`src/rtl/mtmr_pkg.sv`:
```
package mtmr_pkg;

    localparam int CNT_W  = 32;
    localparam int NUM_CH = 4;
    localparam int WD_CH  = NUM_CH - 1;

    // register map derived from the channel count
    localparam int ADDR_W    = $clog2(NUM_CH + 4);
    localparam int ADR_CNT   = 0;
    localparam int ADR_CMP0  = 1;
    localparam int ADR_STAT  = NUM_CH + 1;
    localparam int ADR_IEN   = NUM_CH + 2;
    localparam int ADR_WDEN  = NUM_CH + 3;

    typedef struct packed {
        logic              wr;
        logic [ADDR_W-1:0] addr;
        logic [CNT_W-1:0]  data;
    } reg_wr_t;

    function automatic logic hits_addr(input reg_wr_t w, input int a);
        return w.wr && (int'(w.addr) == a);
    endfunction

endpackage

```
`src/rtl/mtmr_counter.sv`:
```
module mtmr_counter #(
    parameter int W = 32
) (
    input  logic         clk,
    input  logic         rst,
    input  logic         tick,
    input  logic         ld,
    input  logic [W-1:0] ld_val,
    output logic [W-1:0] cnt,
    output logic         adv,
    output logic [W-1:0] cnt_nxt
);
    assign adv     = tick && !ld;
    assign cnt_nxt = cnt + W'(1);

    always_ff @(posedge clk) begin
        if (rst)      cnt <= '0;
        else if (ld)  cnt <= ld_val;
        else if (adv) cnt <= cnt_nxt;
    end
endmodule

```
`src/rtl/mtmr_channel.sv`:
```
module mtmr_channel #(
    parameter int W = 32
) (
    input  logic         clk,
    input  logic         rst,
    input  logic         cmp_wr,
    input  logic [W-1:0] wdata,
    input  logic         adv,
    input  logic [W-1:0] cnt_nxt,
    input  logic         clr,
    input  logic         ien_wr,
    input  logic         ien_bit,
    output logic [W-1:0] cmp,
    output logic         status,
    output logic         ien,
    output logic         irq,
    output logic         hit
);
    assign hit = adv && (cnt_nxt == cmp);
    assign irq = status && ien;

    always_ff @(posedge clk) begin
        if (rst) begin
            cmp    <= '0;
            status <= 1'b0;
            ien    <= 1'b0;
        end else begin
            if (cmp_wr) cmp <= wdata;
            if (ien_wr) ien <= ien_bit;
            status <= hit || (status && !clr);
        end
    end
endmodule

```
`src/rtl/mtmr_wdog.sv`:
```
module mtmr_wdog (
    input  logic clk,
    input  logic rst,
    input  logic arm_wr,
    input  logic arm_bit,
    input  logic hit,
    output logic armed,
    output logic req
);
    always_ff @(posedge clk) begin
        if (rst) begin
            armed <= 1'b0;
            req   <= 1'b0;
        end else begin
            armed <= armed || (arm_wr && arm_bit);
            req   <= req || (armed && hit);
        end
    end
endmodule

```
`src/rtl/match_timer.sv`:
```
module match_timer
    import mtmr_pkg::*;
#(
    parameter int P_CNT_W  = CNT_W,
    parameter int P_NUM_CH = NUM_CH,
    parameter int P_WD_CH  = WD_CH
) (
    input  logic                clk,
    input  logic                rst,
    input  logic                tick,
    input  logic                wr_en,
    input  logic [ADDR_W-1:0]   addr,
    input  logic [P_CNT_W-1:0]  wdata,
    output logic [P_CNT_W-1:0]  rdata,
    output logic [P_NUM_CH-1:0] irq,
    output logic                wdog_rst_req
);
    reg_wr_t w;
    assign w = '{wr: wr_en, addr: addr, data: CNT_W'(wdata)};

    logic [P_CNT_W-1:0] cnt_q;
    logic [P_CNT_W-1:0] cnt_nxt;
    logic               adv;

    mtmr_counter #(.W(P_CNT_W)) u_cnt (
        .clk(clk), .rst(rst), .tick(tick),
        .ld(hits_addr(w, ADR_CNT)), .ld_val(wdata),
        .cnt(cnt_q), .adv(adv), .cnt_nxt(cnt_nxt)
    );

    logic [P_CNT_W-1:0]  cmp_q [P_NUM_CH];
    logic [P_NUM_CH-1:0] stat_q;
    logic [P_NUM_CH-1:0] ien_q;
    logic [P_NUM_CH-1:0] hit;

    for (genvar i = 0; i < P_NUM_CH; i++) begin : g_ch
        mtmr_channel #(.W(P_CNT_W)) u_ch (
            .clk(clk), .rst(rst),
            .cmp_wr(hits_addr(w, ADR_CMP0 + i)), .wdata(wdata),
            .adv(adv), .cnt_nxt(cnt_nxt),
            .clr(hits_addr(w, ADR_STAT) && wdata[i]),
            .ien_wr(hits_addr(w, ADR_IEN)), .ien_bit(wdata[i]),
            .cmp(cmp_q[i]), .status(stat_q[i]), .ien(ien_q[i]),
            .irq(irq[i]), .hit(hit[i])
        );
    end

    logic wd_armed;

    mtmr_wdog u_wd (
        .clk(clk), .rst(rst),
        .arm_wr(hits_addr(w, ADR_WDEN)), .arm_bit(wdata[0]),
        .hit(hit[P_WD_CH]), .armed(wd_armed), .req(wdog_rst_req)
    );

    always_comb begin
        rdata = '0;
        if (int'(addr) == ADR_CNT)       rdata = cnt_q;
        else if (int'(addr) == ADR_STAT) rdata = P_CNT_W'(stat_q);
        else if (int'(addr) == ADR_IEN)  rdata = P_CNT_W'(ien_q);
        else if (int'(addr) == ADR_WDEN) rdata = P_CNT_W'(wd_armed);
        else begin
            for (int i = 0; i < P_NUM_CH; i++)
                if (int'(addr) == ADR_CMP0 + i) rdata = cmp_q[i];
        end
    end
endmodule

```
`config.mk`:
```
export PLATFORM = sky130hd
export DESIGN_NAME = match_timer
export DESIGN_NICKNAME = d
export VERILOG_FILES = /design/src/rtl/mtmr_pkg.sv /design/src/rtl/mtmr_counter.sv /design/src/rtl/mtmr_channel.sv /design/src/rtl/mtmr_wdog.sv /design/src/rtl/match_timer.sv
export SDC_FILE = /design/constraint.sdc
export NUM_CORES = 1
export LEC_CHECK = 0
export BUFFER_PORTS_ARGS = -buffer_cell sky130_fd_sc_hd__buf_4
export CAP_MARGIN = 25
export CELL_PAD_IN_SITES_DETAIL_PLACEMENT = 1
export CELL_PAD_IN_SITES_GLOBAL_PLACEMENT = 2
export CORE_ASPECT_RATIO = 1.4
export CORE_MARGIN = 2
export CORE_UTILIZATION = 35
export DETAILED_ROUTE_END_ITERATION = 10
export HOLD_SLACK_MARGIN = 0.08
export PLACE_DENSITY = 0.87
export SLEW_MARGIN = 5
export SYNTH_ARGS = -nofsm -noshare
export SYNTH_HDL_FRONTEND = slang
export SYNTH_HIERARCHICAL = 1
export SYNTH_SLANG_ARGS = --single-unit
export TNS_END_PERCENT = 30
```
`constraint.sdc`:
```
create_clock -name clk -period 3.3 [get_ports clk]
set_input_delay 0.66 -clock clk [delete_from_list [all_inputs] [get_ports clk]]
set_output_delay 0.66 -clock clk [all_outputs]
set_load 0.1 [all_outputs]
```
==> impl_metrics.toml, run 1 <==
[run_status]
status = "complete, no violations"

[global_route]
use_met3_pct = 4.06
grt_first_pass_wirelength_mm = 56.2
overflow = 0
grt_use_total_pct = 24.4
grt_pass1_vias = 9546
grt_util_met1_pct = 27.0
grt.busiest_layer = "met2"
grt_max_degree = 77
antenna_found_initial = 0
grtUsageMet2_pct = 44.1

[detailed_routing]
routed_wirelength_mm = 37.1
drt-wirelength-per-cell_um = 23.6
vias = 8904
drc = 0
drt_iter0_drc = 520
ant_nets = 0
drt_pre_antenna_iters = 5
vias_per_cell = 5.66

[layout]
diodes = 0
area_growth_pct = 21.5
final_common_cell = "nor2_1"
finalNetCount = 1226
final_cell_mix = "nor2_1, dfxtp_1, buf_4"
layout-drive-gt1-share_pct = 22.6

[yosys]
syn_nets = 1117
syn_inst = 1077
syn_area_um2 = 10100
syn_avg_cell_area_um2 = 9.42
yosys_warnings = 6

[die]
core_um2 = 28500
io-pin-count = 76
dieHeight_um = 205
die_w_um = 148
start_util_pct = 35.6
num_rows = 73
dieArea_um2 = 30400

[cts]
tritoncts = "built"
h-tree-depth = 4
ctsRootBufferMaster = "clkbuf_16"
insertion_delay_ns = 0.46
clockBufferDepth = 2
cts.reportedPaths.clkPinSlew_ns = 0.07
ctsHoldBuffers = 0
clock-sinks = 170
cts_buffers = 17

[sta]
worst_pin_slew_ns = 0.895
fin_crit_sh_pct = 97.1
tns_ns = 0
final_hold_viol_count = 0
finalMaxSlewViolations = 0
min_period_ns = 3.20
setup_slack_ns = 0.0960
clock_skew_ns = 0.0108
max_freq_ghz = 0.312
setup_viol = 0
slew_headroom_pct = 40.3

[place]
gp_congestion = 0.909
hpwl_mm = 27.4
portBuffers = 75
dp_worst_setup_slack_ns = -0.0889

[min_path]
whs_path_depth = 3
holdCritPathClass = "input port to register"
min_to = "g_ch[0].u_ch/cmp[25]"
min_from = "wdata[25]"

[worst_setup_path]
worstRegToRegCells = 13
worstPathMaxFanout = 3
reg2reg_from = "u_cnt/cnt[0]"
path_class = "register to register"
cp-startpoint = "u_cnt/cnt[0]"
arrival_ns = 3.60
worstPathRequired_ns = 3.69
worstSetupEndpointType = "register"
critPathLaunchType = "register"
r2r_slack_ns = 0.1
r2r_end = "u_wd/req"

[power_and_ir_drop]
p_total_mw = 4.99
ir_drop_uv = 403
cellLeakagePower_nw = 4.95
powerDensity_nw_per_um2 = 405

[run]
drv_cap = 0
[cell type report]
cell class / instances / area, µm²
Fill cell: 3244 / 16200
Multi-Input combinational cell: 819 / 6500
Sequential cell: 170 / 3410
Timing Repair Buffer: 167 / 1310
Clock buffer: 21 / 480
Tap cell: 375 / 469
Clock inverter: 11 / 111
Inverter: 11 / 41.3
[critical path, stage by stage, from the launching register on]
cell     delay (ns)
dfxtp_1        0.36
ha_1           0.19
nand3_1        0.16
buf_4          0.19
or3_1          0.45
nor2_2         0.17
xor2_2         0.22
xor2_1         0.11
nor4_2         0.35
nand4_1        0.17
or4_4          0.47
nor2_1         0.12
a21oi_1        0.08
nor2_1         0.09
[registers in the layout, indices dropped and copies added, names as in the netlist]
signal,cells
g_ch.u_ch/cmp,128
u_cnt/cnt,32
g_ch.u_ch/ien,4
g_ch.u_ch/status,4
u_wd/armed,1
u_wd/req,1
[metrics by stage]
stage               area, µm²  cells  utilization [%]  hold slack (ns)
finish                  12300   1574             43.2            0.484
global placement        11500   1532             40.3            0.490
CTS                     12100   1564             42.5            0.464
detailed placement      11500   1532             40.3            0.502
global route            12300   1574             43.2            0.485
floorplan               10100   1077                -            0.454
[metal layers]
metal  up-vias  wire length (µm)  share of wire [%]
met5         -                 0                  0
met4         0              1940                5.2
met1      4525             14700                 40
met3        95              1250                3.4
li1       4059                 -                  -
met2       225             19300                 52
[worst max-delay path by stage]
stage	to	slack, ns	cells past startpoint
4_1_cts	g_ch[0].u_ch/status	0.003	11
6_report	u_wd/req	0.1	13
3_3_place_gp	u_wd/req	0.008	14
5_1_grt	u_wd/req	-0.006	13
3_5_place_dp	u_wd/req	-0.09	14
2_1_floorplan	rdata[2]	-0.32	5
[report_power, final]
| part | internal (mW) | switching [mW] |
|---|---|---|
| registers | 2.10 | 0.0597 |
| clock network | 1.13 | 0.910 |
| logic | 0.295 | 0.495 |
[what timing repair did]
action	4_1_cts	5_1_grt
pin swaps	0	8
setup endpoints to repair	5	5
setup buffers	0	9
gates cloned	0	1
resized for setup	5	22
Note: power is estimated with default switching activity, not from simulation.
==> run 2, diff against run 1 <==
- CORE_UTILIZATION: 35 -> 36
- CTS_BUF_LIST: not set -> sky130_fd_sc_hd__clkbuf_4
- HOLD_SLACK_MARGIN: 0.08 -> not set
- PLACE_DENSITY: 0.87 -> 0.89
==> impl_metrics.toml, run 2 (same netlist as run 1, synthesis figures left out) <==
[run_status]
status = "complete, no violations"

[detailed_routing]
drt_iter0_drc = 498
drt-wirelength-per-cell_um = 23.4
ant_nets = 0
drc = 0
routed_wirelength_mm = 36.8
drt_pre_antenna_iters = 5
vias_per_cell = 5.66
vias = 8893

[place]
dpl_cell_area_um2 = 11600
gp_congestion = 0.969
dp_worst_setup_slack_ns = -0.205
placed_cells = 1532
portBuffers = 75
hpwl_mm = 26.9

[worst_setup_path]
worstRegToRegCells = 13
r2r_slack_ns = 0.07
worstPathMaxFanout = 3
worstSetupEndpointType = "register"
r2r_end = "g_ch[0].u_ch/status"
reg2reg_from = "u_cnt/cnt[0]"
path_class = "register to register"
arrival_ns = 3.84
worstPathRequired_ns = 3.90
critPathLaunchType = "register"

[die]
die_w_um = 146
io-pin-count = 76
core_um2 = 27700
dieHeight_um = 203
dieArea_um2 = 29500
start_util_pct = 36.7
num_rows = 72

[cts]
clockBufferDepth = 2
cts.reportedPaths.clkPinSlew_ns = 0.16
ctsRootBufferMaster = "clkbuf_4"
clock-sinks = 170
tritoncts = "built"
insertion_delay_ns = 0.67
cts_buffers = 17
h-tree-depth = 4

[layout]
fin_util_pct = 43.6
layout-drive-gt1-share_pct = 22.9
finalNetCount = 1226
largest_reg_flops = 128
design_area_um2 = 12100
reg_top3 = "g_ch.u_ch/cmp: 128 flops, u_cnt/cnt: 32 flops"
area_growth_pct = 19.0
stdcell_count = 1571
top_register = "g_ch.u_ch/cmp"
num-fill-cells = 3215
final_cell_mix = "nor2_1, dfxtp_1, buf_4"
final_common_cell = "nor2_1"

[sta]
fin_crit_sh_pct = 98.0
hold_ws_ns = 0.263
final_hold_viol_count = 0
slew_headroom_pct = 55.3
worst_pin_slew_ns = 0.666
min_period_ns = 3.23
max_freq_ghz = 0.309
clock_skew_ns = 0.0277
tns_ns = 0
setup_viol = 0
setup_slack_ns = 0.0653
finalMaxSlewViolations = 0

[global_route]
grt_max_degree = 63
antenna_found_initial = 1
grt_pass1_vias = 9448
grt_use_total_pct = 24.6
grt_first_pass_wirelength_mm = 55.4
overflow = 0

[power_and_ir_drop]
powerDensity_nw_per_um2 = 353
switchingPower_mw = 1.38
power.share.clock_pct = 30.1
p_total_mw = 4.26
cellLeakagePower_nw = 4.83
ir_drop_uv = 220
combPwrFrac_pct = 19.1
pwr-share-seq_pct = 50.8
intPower_mw = 2.88
p_sw_share_pct = 32.3

[run]
drv_cap = 0

[min_path]
min_to = "g_ch[2].u_ch/cmp[15]"
whs_path_depth = 3
holdCritPathClass = "input port to register"
min_from = "wdata[15]"
run 2: cell types whose count changed in the layout (fill, tap and decap cells not counted), moves of 4 or more:
cell	previous run	this run
buf_12	4	9
buf_4	160	156
clkbuf_16	17	0
clkbuf_4	0	19
clkbuf_8	4	0
dfxtp_1	167	161
dfxtp_2	3	8
xor2_1	92	96
xor2_2	5	1
run 2: routing by layer:
metal	vias to the layer above	routed length (µm)	GRT usage (%)
met5	-	0	0
met4	0	2530	15.8
met3	115	1370	4.52
met2	260	18900	44.2
met1	4455	14000	26.3
li1	4063	-	-
run 2: worst max-delay path by stage:
| stage | from | end | slack [ns] | cells after the start |
|---|---|---|---|---|
| detailed placement | u_cnt/cnt[0] | g_ch[1].u_ch/status | -0.20 | 11 |
| CTS | u_cnt/cnt[0] | u_wd/req | 0.02 | 13 |
| global placement | u_cnt/cnt[0] | g_ch[1].u_ch/status | -0.08 | 11 |
| floorplan | addr[1] | rdata[2] | -0.32 | 5 |
| finish | u_cnt/cnt[0] | g_ch[0].u_ch/status | 0.07 | 13 |
| global route | u_cnt/cnt[0] | g_ch[0].u_ch/status | -0.001 | 13 |
run 2: final cells by class:
cell class | count | area [µm²] | area share [%]
diodes | 2 | 5.00 | 0.0415
clock buffers | 19 | 143 | 1.18
clock inverters | 13 | 143 | 1.18
inverters | 11 | 41.3 | 0.342
multi-input cells | 819 | 6480 | 53.7
flip-flops and latches | 170 | 3420 | 28.3
well taps | 370 | 463 | 3.84
repair buffers | 167 | 1370 | 11.4
run 2: power by group through the flow:
stage,Clock (mW),Combinational (mW),Sequential (mW)
final,1.28,0.813,2.16
after CTS,1.32,0.795,2.16
after global routing,1.39,0.856,2.17
after global placement,0,0.771,2.20
after floorplan,0,0.476,2.19
after detailed placement,0,0.783,2.20
run 2: timing repair:
| item | CTS | global route |
|---|---|---|
| endpoints found under the hold margin | 0 | 0 |
| setup buffers | 0 | 4 |
| hold buffers | 0 | 0 |
| gates resized for setup | 5 | 27 |
| gates cloned | 0 | 1 |
| pin swaps | 0 | 8 |
| setup endpoints to repair | 5 | 5 |
run 2: worst max-delay path: stages (launching register included):
cell and delay [ns]:
dfxtp_2 0.38, ha_1 0.19, nand3_2 0.13, buf_4 0.18
or3_4 0.40, nor2_1 0.13, xor2_1 0.25, buf_4 0.16
buf_4 0.12, xor2_1 0.08, nor4_2 0.37, nand4_1 0.15
or4_4 0.45, o31ai_4 0.16
==> run 3, diff against run 2 <==
- BUFFER_PORTS_ARGS: -buffer_cell sky130_fd_sc_hd__buf_4 -> -buffer_cell sky130_fd_sc_hd__buf_2
==> impl_metrics.toml, run 3 (same netlist as run 1, synthesis figures left out) <==
[cts]
h-tree-depth = 4
clock-sinks = 170
ctsHoldBuffers = 0
cts_buffers = 17
ctsRootBufferMaster = "clkbuf_4"
tritoncts = "built"
clockBufferDepth = 2
insertion_delay_ns = 0.67
cts.reportedPaths.clkPinSlew_ns = 0.15

[global_route]
antenna_found_initial = 1
overflow = 0
grt_first_pass_wirelength_mm = 56.0
grt_max_degree = 93
grt_use_total_pct = 25.0
grt_pass1_vias = 9265

[run_status]
status = "complete, no violations"

[power_and_ir_drop]
p_sw_share_pct = 31.1
combPwrFrac_pct = 18.1
ir_drop_uv = 208
powerDensity_nw_per_um2 = 367
pwr-share-seq_pct = 49.4
power.share.clock_pct = 32.5
intPower_mw = 3.02
cellLeakagePower_nw = 4.81
switchingPower_mw = 1.36

[worst_setup_path]
path_class = "register to register"
cp-startpoint = "u_cnt/cnt[8]"
timing.critical_path.mode_cell = "nand4_1"
cp.depth = 11
worstRegToRegCells = 11
critPathLaunchType = "register"
arrival_ns = 3.79
worstPathMaxFanout = 5
crit_family = "simple AND/OR/NAND/NOR gates"
endpoint = "g_ch[2].u_ch/status"
worstSetupEndpointType = "register"
r2r_end = "g_ch[2].u_ch/status"
reg2reg_from = "u_cnt/cnt[8]"
crit_chain = "nand4_1 -> nor4_4 -> buf_4 -> nand4_1 -> xnor2_2 -> buf_4 -> xor2_1 -> nor4_2 -> nand4_1 -> or4_4 -> o31ai_4"
path_buf_inv = 2
r2r_slack_ns = 0.10
cpMaxStageDelayCell = "or4_4"
critPathMaxStageDelay_ns = 0.46
worstPathRequired_ns = 3.89

[layout]
design_area_um2 = 11900
num-fill-cells = 3194
largest_reg_flops = 128
top_register = "g_ch.u_ch/cmp"
area_growth_pct = 17.8
layout-drive-gt1-share_pct = 22.4
finalNetCount = 1222
stdcell_count = 1566
final_cell_mix = "nor2_1, dfxtp_1, mux2i_1"
final_common_cell = "nor2_1"
reg_top3 = "g_ch.u_ch/cmp: 128 flops, u_cnt/cnt: 32 flops"

[detailed_routing]
routed_wirelength_mm = 37.0
drc = 0
drt-wirelength-per-cell_um = 23.6
drt_iter0_drc = 480
ant_nets = 0
vias = 8856
vias_per_cell = 5.66
drt_pre_antenna_iters = 5

[sta]
rsz0062_at_grt = "true"
slew_headroom_pct = 51.8
max_freq_ghz = 0.313
finalMaxSlewViolations = 0
min_period_ns = 3.20
clock_skew_ns = 0.0383
setup_viol = 0
setup_slack_ns = 0.102
final_hold_viol_count = 0
hold_ws_ns = 0.284
fin_crit_sh_pct = 96.9
worst_pin_slew_ns = 0.724

[die]
num_rows = 72
io-pin-count = 76
core_um2 = 27700
die_w_um = 146
dieHeight_um = 203
start_util_pct = 36.7
dieArea_um2 = 29500

[place]
portBuffers = 75
hpwl_mm = 27.2
placed_cells = 1527
dp_worst_setup_slack_ns = -0.0271
gp_congestion = 0.971
dpl_cell_area_um2 = 11400

[run]
drv_cap = 0

[min_path]
whs_path_depth = 3
holdCritPathClass = "input port to register"
## run 3: cell count changes in the layout (fill, tap and decap cells not counted), moves of 2 or more
cell       before  now
buf_12          9   12
buf_2           0   69
buf_4         156   80
bufinv_16       2    4
dfxtp_1       161  164
dfxtp_2         8    6
inv_6           3    0
nor4_1         16   14
nor4_2          7   11
nor4_4          4    2
## run 3: worst reg2reg max path: cells and delay by family (launching register included)
family          cells  cell delay [ns]
compound gates      1             0.17
xor+xnor            2             0.37
buf+inv             2             0.38
simple gates        6             1.78
flops               1             0.44
## run 3: metrics by stage
stage / util [%] / setup TNS (ns) / total power [mW]
floorplan: - / -0.631 / 2.66
global placement: 41.3 / 0 / 2.96
detailed placement: 41.3 / -0.0488 / 2.97
CTS: 42.5 / 0 / 4.40
global route: 43.2 / -0.0689 / 4.55
finish: 43.2 / 0 / 4.38
## run 3: how the worst min path moves through the flow
stage	to	startpoint	slack [ns]
CTS	u_cnt/cnt[16]	wdata[16]	0.24
finish	u_cnt/cnt[16]	wdata[16]	0.28
global route	u_cnt/cnt[16]	wdata[16]	0.25
global placement	g_ch[0].u_ch/ien	g_ch[0].u_ch/ien	0.49
floorplan	u_wd/armed	u_wd/armed	0.45
detailed placement	g_ch[0].u_ch/ien	g_ch[0].u_ch/ien	0.51
## run 3: layout make-up
type                    count  area, µm²  area share (%)
diodes                      1       2.50          0.0210
clock buffers              20        150            1.26
clock inverters            12        174            1.46
inverters                  11       41.3           0.346
multi-input cells         819       6490            54.4
flip-flops and latches    170       3410            28.6
well taps                 370        463            3.88
repair buffers            163       1210            10.1
## run 3: metal layers
| layer | wire length (µm) | GRT usage, % |
|---|---|---|
| met5 | 0 | 0 |
| met4 | 2170 | 14.7 |
| met3 | 1430 | 4.04 |
| met2 | 18800 | 44.3 |
| met1 | 14500 | 28.1 |
## run 3: what timing repair did
action                                  CTS  global route
endpoints found under the setup margin    3             5
resized for setup                         3            26
pin swaps                                 0             6
gates cloned                              0             1
setup buffers                             0             5
## run 3: power groups by stage
| stage | clock network (mW) | registers (mW) | logic [mW] |
|---|---|---|---|
| final | 1.42 | 2.16 | 0.794 |
| after global routing | 1.54 | 2.17 | 0.839 |
| after CTS | 1.46 | 2.16 | 0.775 |
| after detailed placement | 0 | 2.20 | 0.769 |
| after global placement | 0 | 2.20 | 0.758 |
| after floorplan | 0 | 2.19 | 0.476 |
